===== src/rtl/host_async_queue.sv =====
module host_async_queue #(
  parameter int DW    = 32,
  parameter int DEPTH = 8
) (
  input  logic              clk,
  input  logic              rst_n,
  input  logic              hst_rd,
  input  logic              hst_wr,
  input  logic [2:0]        hst_addr,
  input  logic [DW-1:0]     hst_wdata,
  output logic [DW-1:0]     hst_rdata,
  input  logic              rx_push,
  input  logic              rx_resp,
  input  logic              rx_last,
  input  logic [DW-1:0]     rx_data,
  output logic              rx_req_full,
  output logic              rx_rsp_full,
  input  logic              tx_req_pop,
  output logic [DW-1:0]     tx_req_data,
  output logic              tx_req_end,
  output logic [$clog2(DEPTH):0] tx_req_pkts,
  input  logic              tx_rsp_pop,
  output logic [DW-1:0]     tx_rsp_data,
  output logic              tx_rsp_end,
  output logic [$clog2(DEPTH):0] tx_rsp_pkts
);
  localparam int AW = $clog2(DEPTH);
  localparam logic [AW:0] FULLV = (AW+1)'(DEPTH);

  logic [3:0]          push, pop, full, empty;
  logic [3:0][DW:0]    din, head;
  logic [3:0][AW:0]    cnt;
  logic [1:0][AW:0]    pkts;
  logic                rd_err, wr_err;

  wire rd_q0  = hst_rd && hst_addr == 3'd0;
  wire rd_q1  = hst_rd && hst_addr == 3'd1;
  wire wr_rq  = hst_wr && (hst_addr == 3'd2 || hst_addr == 3'd3);
  wire wr_rp  = hst_wr && (hst_addr == 3'd4 || hst_addr == 3'd5);
  wire wr_sts = hst_wr && hst_addr == 3'd6;

  assign push[0] = rx_push && !rx_resp && !full[0];
  assign push[1] = rx_push &&  rx_resp && !full[1];
  assign push[2] = wr_rq && !full[2];
  assign push[3] = wr_rp && !full[3];
  assign din[0]  = {rx_last, rx_data};
  assign din[1]  = {rx_last, rx_data};
  assign din[2]  = {hst_addr == 3'd3, hst_wdata};
  assign din[3]  = {hst_addr == 3'd5, hst_wdata};
  assign pop[0]  = rd_q0 && !empty[0];
  assign pop[1]  = rd_q1 && !empty[1];
  assign pop[2]  = tx_req_pop && pkts[0] != '0;
  assign pop[3]  = tx_rsp_pop && pkts[1] != '0;

  for (genvar g = 0; g < 4; g++) begin : g_q
    logic [DW:0]   mem [DEPTH];
    logic [AW-1:0] wp, rp;
    assign head[g]  = mem[rp];
    assign full[g]  = cnt[g] == FULLV;
    assign empty[g] = cnt[g] == '0;
    always_ff @(posedge clk or negedge rst_n) begin
      if (!rst_n) begin
        wp <= '0;
        rp <= '0;
        cnt[g] <= '0;
      end else begin
        if (push[g]) wp <= wp + 1'b1;
        if (pop[g])  rp <= rp + 1'b1;
        cnt[g] <= cnt[g] + (AW+1)'(push[g]) - (AW+1)'(pop[g]);
      end
    end
    always_ff @(posedge clk) if (push[g]) mem[wp] <= din[g];
  end

  for (genvar t = 0; t < 2; t++) begin : g_pk
    wire fin = push[t+2] && din[t+2][DW];
    wire gone = pop[t+2] && head[t+2][DW];
    always_ff @(posedge clk or negedge rst_n) begin
      if (!rst_n) pkts[t] <= '0;
      else        pkts[t] <= pkts[t] + (AW+1)'(fin) - (AW+1)'(gone);
    end
  end

  wire [DW-1:0] sts = DW'({wr_err, rd_err, head[1][DW] & !empty[1], !empty[1],
                           head[0][DW] & !empty[0], !empty[0]});

  always_ff @(posedge clk or negedge rst_n) begin
    if (!rst_n) begin
      rd_err    <= 1'b0;
      wr_err    <= 1'b0;
      hst_rdata <= '0;
    end else begin
      rd_err <= (rd_err && !(wr_sts && hst_wdata[4])) ||
                (rd_q0 && empty[0]) || (rd_q1 && empty[1]);
      wr_err <= (wr_err && !(wr_sts && hst_wdata[5])) ||
                (wr_rq && full[2]) || (wr_rp && full[3]);
      if (hst_rd) begin
        case (hst_addr)
          3'd0:    hst_rdata <= empty[0] ? '0 : head[0][DW-1:0];
          3'd1:    hst_rdata <= empty[1] ? '0 : head[1][DW-1:0];
          3'd6:    hst_rdata <= sts;
          default: hst_rdata <= '0;
        endcase
      end
    end
  end

  assign rx_req_full = full[0];
  assign rx_rsp_full = full[1];
  assign tx_req_data = head[2][DW-1:0];
  assign tx_req_end  = head[2][DW];
  assign tx_rsp_data = head[3][DW-1:0];
  assign tx_rsp_end  = head[3][DW];
  assign tx_req_pkts = pkts[0];
  assign tx_rsp_pkts = pkts[1];
endmodule


===== config.mk =====
export PLATFORM = sky130hd
export DESIGN_NAME = host_async_queue
export DESIGN_NICKNAME = d
export VERILOG_FILES = /design/src/rtl/host_async_queue.sv
export SDC_FILE = /design/constraint.sdc
export NUM_CORES = 1
export LEC_CHECK = 0
export BUFFER_PORTS_ARGS = -buffer_cell sky130_fd_sc_hd__buf_4
export CAP_MARGIN = 40
export CELL_PAD_IN_SITES_DETAIL_PLACEMENT = 1
export CELL_PAD_IN_SITES_GLOBAL_PLACEMENT = 1
export CORE_MARGIN = 2
export CORE_UTILIZATION = 59
export CTS_CLUSTER_DIAMETER = 80
export CTS_CLUSTER_SIZE = 10
export DETAILED_ROUTE_END_ITERATION = 12
export PLACE_DENSITY = 0.95
export SKIP_CTS_REPAIR_TIMING = 1
export SLEW_MARGIN = 20
export SYNTH_ARGS = -nofsm -noshare
export SYNTH_HDL_FRONTEND = slang
export SYNTH_SLANG_ARGS = --single-unit
export TNS_END_PERCENT = 50

===== constraint.sdc =====
create_clock -name clk -period 12.6 [get_ports clk]
set_input_delay 1.89 -clock clk [delete_from_list [all_inputs] [get_ports clk]]
set_output_delay 1.89 -clock clk [all_outputs]
set_load 0.05 [all_outputs]

# --- After elaboration in Yosys (flattened, before gate mapping) ---
# Memories as Yosys holds them, arrays and structs flattened.
# Cells that the tools add are included.
totals:
  ff_bits: 82
  ram_bits: 1056
  in_bits: 76
  output_inout_bits: 108
  word_cells: 111
  mem_count: 4
op_classes:
  n_addsub: 20
  n_eq_ne: 10
  muxes: 11
  n_bitwise: 2
  n_reduce_logical: 47
memory_table:
  columns: ["name", "words", "word_bits", "read_ports", "rd_ports_with_merged_regs", "write_ports", "line_no", "text"]
  rows:
  - ["g_q[0].mem", 8, 33, 1, 0, 1, "56", "logic [DW:0] mem [DEPTH];"]
  - ["g_q[1].mem", 8, 33, 1, 0, 1, "56", null]
  - ["g_q[2].mem", 8, 33, 1, 0, 1, "56", null]
  - ["g_q[3].mem", 8, 33, 1, 0, 1, "56", null]
op_table:
  columns: ["operator", "n"]
  rows:
  - ["one-hot mux 32 bit (3 select lines)", 1]
  - ["2-to-1 mux 32 bit", 2]
  - ["logical AND 1 bit", 27]
  - ["adder 3 x 1 -> 3 bit (second input constant)", 8]
  - ["adder 4 x 1 -> 4 bit", 6]
  - ["subtractor 4 x 1 -> 4 bit", 6]
  - ["== test 4 bit (second input constant)", 4]
  - ["== test 3 bit (second input constant)", 3]
  - ["logical NOT 1 bit", 9]
  - ["logical NOT 4 bit", 2]
  - ["2-to-1 mux 1 bit", 8]
  - ["nonzero test 4 bit", 2]
  - ["== test 3 x 2 -> 1 bit (second input constant)", 2]
  - ["logical OR 1 bit", 6]
  - ["== test 3 x 1 -> 1 bit (second input constant)", 1]
  - ["logical NOT 3 bit", 1]
  - ["AND 1 bit", 2]

# --- Depth between registers and ports, before layout ---
# Gate-level depths: netlist of run 1.
depth:
  word_depth: 7
  mapped_depth: 12
  depth_no_buf: 12

# --- Worst setup path after synthesis of run 1 ---
# OpenSTA, ideal clock, no wires.
synth_timing:
  kind: "in2reg"
  from: "in rx_resp"
  to: "mem g_q[0].mem[2][0] in the netlist's numbering (enable)"
  setup_ns: 0.471
  arrival_time_ns: 4.889
  required_ns: 12.129
  slack_ns: 7.240
  path_stages: 3
  n_path_buf: 0
  path_cell_list: "nor3b_2 nand2b_1 nor3b_1"
synth_between:
  elab_chain_cells: 5
synth_lines:
  columns: ["element", "line_no", "text"]
  rows:
  - ["from (decl)", "13", "input logic rx_resp,"]
  - ["logical NOT 1 bit", "42", "assign push[0] = rx_push && !rx_resp && !full[0];"]
  - ["logical AND 1 bit (2 in a row)", "42", null]
  - ["2-to-1 mux 1 bit", "72", "always_ff @(posedge clk) if (push[g]) mem[wp] <= din[g];"]
  - ["2-to-1 mux 1 bit (not written as such)", "72", null]
  - ["to (decl)", "56", null]
# Every way passes these cells.

# --- Worst setup path after layout of run 1 ---
layout_timing:
  from: "reg g_q[3].rp[0]"
  to: "out tx_rsp_data[5]"
layout_between:
  elab_chain_cells: 1
layout_lines:
  columns: ["element", "line_no", "text"]
  rows:
  - ["from (decl)", "57", "logic [AW-1:0] wp, rp;"]
  - ["from (signal assigned)", "68", "if (pop[g]) rp <= rp + 1'b1;"]
  - ["memory read (8 x 33 bit)", null, null]
  - ["to (decl)", "23", "output logic [DW-1:0] tx_rsp_data,"]
# Every way passes these cells.

==> results.sh, run 1 <==
export IMPL_final_antenna_net_count=0
export IMPL_timing_fmax_mhz=191.5
export IMPL_synth_sequential_area_ratio_pct=77.06
export IMPL_maxCapViolCount=0
export IMPL_timing_setup_critical_path_class="flip-flop to output port"
export IMPL_placedCellCount=3052
export IMPL_finalHoldViolCount=0
export IMPL_initialDrtViolationCount=2407
export IMPL_grt_util_all_layers_pct=31.51
export IMPL_fin_setup_tns_ns=0
export IMPL_drive_gt1_share_pct=33.17
export IMPL_worst_setup_path_end_kind="output port"
export IMPL_static_leakage_power_nw=17.03
export IMPL_pwr_density_cell_mw_per_mm2=237.3
export IMPL_synth_seq_cells=1138
export IMPL_run_status="finished clean"
export IMPL_finalCritPeriodShare_pct=41.44
export IMPL_clock_tree_buffer_depth=3
export IMPL_final_instance_count_excl_fill=3276
export IMPL_remaining_drc_errors=0
export IMPL_grt_setup_unrepaired="false"
export IMPL_grt_pass1_wl_um=171600
export IMPL_timing_final_crit_period_ns=5.222
export IMPL_synth_avg_cell_area_um2=22.50
export IMPL_min_path_type="flip-flop to flip-flop"
export IMPL_dieHeight_um=276.5
export IMPL_design_die_area_mm2=0.07645
export IMPL_final_common_cell="sky130_fd_sc_hd__edfxtp_1"
export IMPL_yosysUniqueCellTypes=49
export IMPL_fin_nets=2352
export IMPL_syn_std_cell_area_mm2=0.04381
export IMPL_first_pass_iters=5
export IMPL_via_count=21750
export IMPL_postRouteWirelength_um=117600
export IMPL_syn2layout_area_growth_pct=15.49
export IMPL_htree_levels=4
export IMPL_tritoncts_clock_tree="yes"
export IMPL_crit_path_start_kind="flip-flop"
export IMPL_cts_root_buffer="sky130_fd_sc_hd__clkbuf_16"
export IMPL_synth_top_area_cell="sky130_fd_sc_hd__edfxtp_1"
export IMPL_hpwl_dp_um=60980
export IMPL_cts_reportedPaths_clkPinSlew_ns=0.06
export IMPL_met1_usage_pct=38.93
export IMPL_worst_endpoint_required_ns=10.71
export IMPL_use_met2_pct=54.81
export IMPL_max_slew_worst_pin_slew_ns=0.8152
export IMPL_netlist_instances=1947
export IMPL_fraction_of_post_synthesis_cell_area_in_the_top_cell_type_by_area_pct=72.38
export IMPL_synthArstFlopShare_pct=7.206
export IMPL_synth_top_cells_by_area="sky130_fd_sc_hd__edfxtp_1 (72%), sky130_fd_sc_hd__mux4_2 (13%), sky130_fd_sc_hd__dfrtp_1 (4.7%)"
export IMPL_worst_slew_margin_rel_pct=45.32
export IMPL_max_rail_drop_vdd_v=0.0001461
export IMPL_layout_common_cells="sky130_fd_sc_hd__edfxtp_1 (1056), sky130_fd_sc_hd__mux4_2 (261), sky130_fd_sc_hd__buf_4 (228)"
export IMPL_grt_start_max_net_pins=57
export IMPL_clock_insertion_delay_worst_skew_ns=0.74
export IMPL_detail_route_vias_per_cell=6.638
export IMPL_start_util_pct=59.85
export IMPL_total_number_of_yosys_warnings=0
export IMPL_filler_cell_count=5538
export IMPL_gr_usage_met3_pct=6.355
export IMPL_synth_main_ff_cell="sky130_fd_sc_hd__edfxtp_1"
export IMPL_grt_overflow=0
export IMPL_timing_max_transition_violations_final=0
export IMPL_routedWlPerCell_um=35.90
export IMPL_numClockSinks=1138
export IMPL_critPathArrivalTime_ns=3.33
export IMPL_floorplan_rows=99
export IMPL_grt_antenna_before_repair=6
export IMPL_top_usage_layer="met2"
export IMPL_crit_fanout=35
export IMPL_first_global_vias=24380
export IMPL_setup_viol=0
export IMPL_portBuffers=183
export IMPL_gp_routability_congestion=0.7548
export IMPL_cts_made_buffers=132
export IMPL_top_level_ports=184
export IMPL_synth_nets=2069
export IMPL_skew_ns=0.02321
export IMPL_synth_edff_count=1056
export IMPL_die_width_um=276.5
export IMPL_core_area_mm2=0.07321
[critical path: stages, from the launching register on]
cell	delay [ns]
sky130_fd_sc_hd__dfrtp_4	0.79
sky130_fd_sc_hd__buf_4	0.35
sky130_fd_sc_hd__buf_16	0.29
sky130_fd_sc_hd__mux4_2	0.56
sky130_fd_sc_hd__mux2_2	0.32
sky130_fd_sc_hd__buf_4	0.20
[stage by stage]
stage	setup slack (ns)	hold slack, ns	cell area, um^2	utilization [%]	total power [mW]
2_1_floorplan	7.240	0.4582	43810	-	7.351
4_1_cts	7.043	0.5065	50510	69.00	12.07
6_report	7.378	0.5008	50600	69.12	12.01
3_5_place_dp	7.890	0.4890	46680	63.76	8.472
5_1_grt	7.210	0.5324	50590	69.11	12.38
3_3_place_gp	7.992	0.4785	46480	63.49	8.156
[synthesized netlist by cell type, types with 3 or more instances]
| library cell | n |
|---|---|
| sky130_fd_sc_hd__edfxtp_1 | 1056 |
| sky130_fd_sc_hd__mux4_2 | 261 |
| sky130_fd_sc_hd__dfrtp_1 | 82 |
| sky130_fd_sc_hd__mux2_2 | 71 |
| sky130_fd_sc_hd__mux2i_1 | 64 |
| sky130_fd_sc_hd__inv_1 | 46 |
| sky130_fd_sc_hd__ha_1 | 40 |
| sky130_fd_sc_hd__clkbuf_1 | 33 |
| sky130_fd_sc_hd__nand2_1 | 33 |
| sky130_fd_sc_hd__nor2_1 | 30 |
| sky130_fd_sc_hd__buf_2 | 27 |
| sky130_fd_sc_hd__o21ai_1 | 27 |
| sky130_fd_sc_hd__a2bb2oi_1 | 26 |
| sky130_fd_sc_hd__xnor2_1 | 17 |
| sky130_fd_sc_hd__buf_4 | 13 |
| sky130_fd_sc_hd__nand2b_1 | 11 |
| sky130_fd_sc_hd__xor2_1 | 10 |
| sky130_fd_sc_hd__buf_1 | 9 |
| sky130_fd_sc_hd__buf_6 | 8 |
| sky130_fd_sc_hd__nor3_1 | 8 |
| sky130_fd_sc_hd__a21o_1 | 7 |
| sky130_fd_sc_hd__nand3_1 | 7 |
| sky130_fd_sc_hd__nor3b_1 | 7 |
| sky130_fd_sc_hd__a21oi_1 | 6 |
| sky130_fd_sc_hd__fa_1 | 6 |
| sky130_fd_sc_hd__o2111ai_1 | 5 |
| sky130_fd_sc_hd__or3b_1 | 4 |
| sky130_fd_sc_hd__and3_1 | 3 |
| sky130_fd_sc_hd__nand3b_1 | 3 |
| sky130_fd_sc_hd__or3_1 | 3 |
[report_power, final]
group / internal, mW / total, mW / switching (mW)
Combinational: 1.55 / 3.71 / 2.16
Clock: 1.98 / 3.51 / 1.54
Sequential: 4.46 / 4.79 / 0.326
[registers in the layout, indices dropped and copies added (netlist names)]
signal and cells:
wr_err 1, g_q.rp 12, hst_rdata 32, g_q.mem 1056, tx_req_pkts 4, cnt 16
g_q.wp 12, rd_err 1, tx_rsp_pkts 4
[worst paths after layout]
path,slack [ns],start,cells after the start,end
setup / recovery,7.38,g_q[3].rp[0],5,tx_rsp_data[5]
setup reg to reg,8.67,g_q[2].rp[0],11,tx_req_pkts[2]
min in group asynchronous,1.15,rst_n,1,tx_rsp_pkts[1]
hold reg to reg,0.50,rd_err,1,rd_err
hold / removal,0.50,rd_err,1,rd_err
max in group asynchronous,10.47,rst_n,3,g_q[2].rp[0]
[cell type report]
| cell class | count | area [um^2] | area share (%) |
|---|---|---|---|
| clock inverter | 16 | 242.7 | 0.4797 |
| timing repair buffer | 239 | 1984 | 3.922 |
| inverter | 48 | 180.2 | 0.3561 |
| tap | 959 | 1200 | 2.371 |
| multi-input combinational | 671 | 9599 | 18.97 |
| antenna | 5 | 12.51 | 0.02473 |
| sequential | 1138 | 33790 | 66.78 |
| clock buffer | 200 | 3590 | 7.095 |
[metal layers]
layer	vias up	part of all wire [%]
met5	-	0.035
met2	1305	53
met3	284	8.2
met1	11540	35
met4	6	3.6
li1	8613	-
[logic make-up (layout without fill, tap and decap cells)]
kind of cell / Yosys count / in the layout / share of synthesized area, %
adder cells (fa/ha/maj): 46 / 46 / 1.417
multiplexers: 398 / 398 / 16.76
AND/OR/NAND/NOR: 118 / 118 / 1.382
other: 0 / 5 / 0
buffers and inverters: 138 / 503 / 1.508
XOR/XNOR: 27 / 27 / 0.5397
flip-flops: 1138 / 1138 / 77.06
AO/OA/AOI/OAI: 82 / 82 / 1.337
(Power assumes the default switching activity.)
==> run 2: changes to the inputs <==
- CORE_UTILIZATION: 59 -> 54
- PLACE_DENSITY: 0.95 -> 0.88
- clock period: 12.6 -> 5.16 ns (I/O delays scaled with it)
==> results.sh, run 2 (synthesis gave the netlist of run 1 again) <==
export IMPL_static_leakage_power_nw=17.09
export IMPL_clock_tree_buffer_depth=3
export IMPL_worst_setup_path_end_kind="output port"
export IMPL_timing_fmax_mhz=249.3
export IMPL_final_instance_count_excl_fill=3372
export IMPL_use_met2_pct=49.01
export IMPL_critical_path_max_stage_delay_ns=0.80
export IMPL_utilization_after_layout_pct=63.20
export IMPL_numClockSinks=1138
export IMPL_initialDrtViolationCount=2039
export IMPL_pwr_density_cell_mw_per_mm2=574.4
export IMPL_multi_input_area_mm2=0.009604
export IMPL_design_die_area_mm2=0.08343
export IMPL_skew_ns=0.03796
export IMPL_top_register="g_q.mem"
export IMPL_htree_levels=4
export IMPL_top_usage_layer="met2"
export IMPL_routedWlPerCell_um=34.02
export IMPL_timing_final_crit_period_ns=4.012
export IMPL_min_path_type="input port to flip-flop"
export IMPL_run_status="finished clean"
export IMPL_grt_pass1_wl_um=166600
export IMPL_gr_usage_met3_pct=5.567
export IMPL_critPathTopFamily="buffers and inverters"
export IMPL_timing_max_transition_violations_final=0
export IMPL_start_util_pct=54.48
export IMPL_detail_route_vias_per_cell=6.423
export IMPL_met1_usage_pct=34.88
export IMPL_portBuffers=183
export IMPL_floorplan_rows=104
export IMPL_grt_util_all_layers_pct=28.11
export IMPL_combinational_group_share_of_total_power_pct=30.8
export IMPL_worst_slew_margin_rel_pct=42.11
export IMPL_worst_endpoint_required_ns=4.39
export IMPL_first_pass_iters=5
export IMPL_final_antenna_net_count=0
export IMPL_die_width_um=288.8
export IMPL_final_common_cell="sky130_fd_sc_hd__edfxtp_1"
export IMPL_first_global_vias=24050
export IMPL_switchingPower_mw=9.691
export IMPL_hpwl_dp_um=61630
export IMPL_top_level_ports=184
export IMPL_tritoncts_clock_tree="yes"
export IMPL_crit_path_start_kind="flip-flop"
export IMPL_gp_routability_congestion=0.7452
export IMPL_layout_common_cells="sky130_fd_sc_hd__edfxtp_1 (1056), sky130_fd_sc_hd__mux4_2 (261), sky130_fd_sc_hd__buf_4 (231)"
export IMPL_register_area_mm2=0.03379
export IMPL_max_slew_worst_pin_slew_ns=0.8663
export IMPL_grt_overflow=0
export IMPL_postRouteWirelength_um=114700
export IMPL_critical_path_slowest_cell="sky130_fd_sc_hd__dfrtp_2"
export IMPL_via_count=21660
export IMPL_worstPathCellList="buf_4 -> mux4_2 -> mux2_2 -> buf_4"
export IMPL_drive_gt1_share_pct=33.46
export IMPL_filler_cell_count=6405
export IMPL_dieHeight_um=288.8
export IMPL_power_switching_fraction_pct=33.19
export IMPL_fin_nets=2359
export IMPL_maxCapViolCount=0
export IMPL_clock_insertion_delay_worst_skew_ns=0.74
export IMPL_finalHoldViolCount=0
export IMPL_fin_setup_tns_ns=0
export IMPL_core_area_mm2=0.08042
export IMPL_wp_buf_inv=2
export IMPL_critPathArrivalTime_ns=3.24
export IMPL_seq_power_share_pct=39.8
export IMPL_leading_registers_by_flop_count="g_q.mem (1056), hst_rdata (32), cnt (16)"
export IMPL_p_int_mw=19.51
export IMPL_crit_fanout=43
export IMPL_finalCritPeriodShare_pct=77.75
export IMPL_max_rail_drop_vdd_v=0.0004738
export IMPL_clock_power_share_pct=29.4
export IMPL_timing_setup_critical_path_class="flip-flop to output port"
export IMPL_grt_antenna_before_repair=3
export IMPL_cts_root_buffer="sky130_fd_sc_hd__clkbuf_16"
export IMPL_syn2layout_area_growth_pct=16.01
export IMPL_largest_register_ffs=1056
export IMPL_grt_setup_unrepaired="false"
export IMPL_cts_made_buffers=132
export IMPL_total_power_mw=29.20
export IMPL_critPathMostFrequentCell="sky130_fd_sc_hd__buf_4"
export IMPL_placedCellCount=3156
export IMPL_setup_viol=0
export IMPL_cts_reportedPaths_clkPinSlew_ns=0.06
export IMPL_remaining_drc_errors=0
export IMPL_grt_start_max_net_pins=67
==> run 2: cell count changes in the layout (fill, tap and decap cells not counted), sizes merged <==
| cell | previous run | this run |
|---|---|---|
| buf | 239 | 245 |
| clkbuf | 200 | 194 |
| diode | 5 | 2 |
| clkinv | 9 | 7 |
| dlygate4sd3 | 0 | 1 |
| inv | 55 | 54 |
==> run 2: metrics by stage <==
| stage | worst slack (ns) | instance area [um^2] | hold slack, ns |
|---|---|---|---|
| after floorplan | 0.7870 | 43810 | 0.4582 |
| after global placement | 1.880 | 46650 | 0.4778 |
| after detailed placement | 1.764 | 46820 | 0.4931 |
| after CTS | 1.091 | 50670 | 0.1380 |
| after global routing | 1.053 | 50820 | 0.3324 |
| final | 1.148 | 50830 | 0.3449 |
==> run 2: power by group through the flow <==
stage | logic [mW] | registers [mW] | clock network [mW]
after floorplan | 6.33 | 11.6 | 0
after global placement | 8.14 | 11.9 | 0
after detailed placement | 8.77 | 11.8 | 0
after CTS | 8.98 | 11.7 | 8.68
after global routing | 9.45 | 11.7 | 8.98
final | 8.98 | 11.6 | 8.58
==> run 2: per-layer routing <==
layer / routed length, um / vias up / share of wire [%]
met5: 32 / - / 0.028
met4: 4040 / 6 / 3.5
met3: 9088 / 274 / 7.9
met2: 61060 / 1195 / 53
met1: 40500 / 11560 / 35
li1: - / 8619 / -
==> run 2: path summary, 6_finish.rpt <==
| check | slack [ns] | depth (start not counted) | start | end |
|---|---|---|---|---|
| max in group asynchronous | 3.40 | 4 | rst_n | g_q[3].rp[0] |
| min in group asynchronous | 0.51 | 2 | rst_n | hst_rdata[20] |
| max reg2reg | 1.73 | 12 | cnt[2] | cnt[1] |
| max | 1.15 | 4 | g_q[3].rp[1] | tx_rsp_data[14] |
| min | 0.34 | 1 | rx_data[7] | g_q[1].mem[2][7] |
| min reg2reg | 0.51 | 1 | g_q[2].wp[0] | g_q[2].wp[0] |
==> run 2: cell type report <==
class / instances / share of cell area (%)
Inverter: 48 / 0.3545
Tap cell: 1060 / 2.609
Timing Repair Buffer: 246 / 4.087
Multi-Input combinational cell: 671 / 18.90
Clock inverter: 13 / 0.4628
Sequential cell: 1138 / 66.48
Clock buffer: 194 / 7.102
Antenna cell: 2 / 0.009847
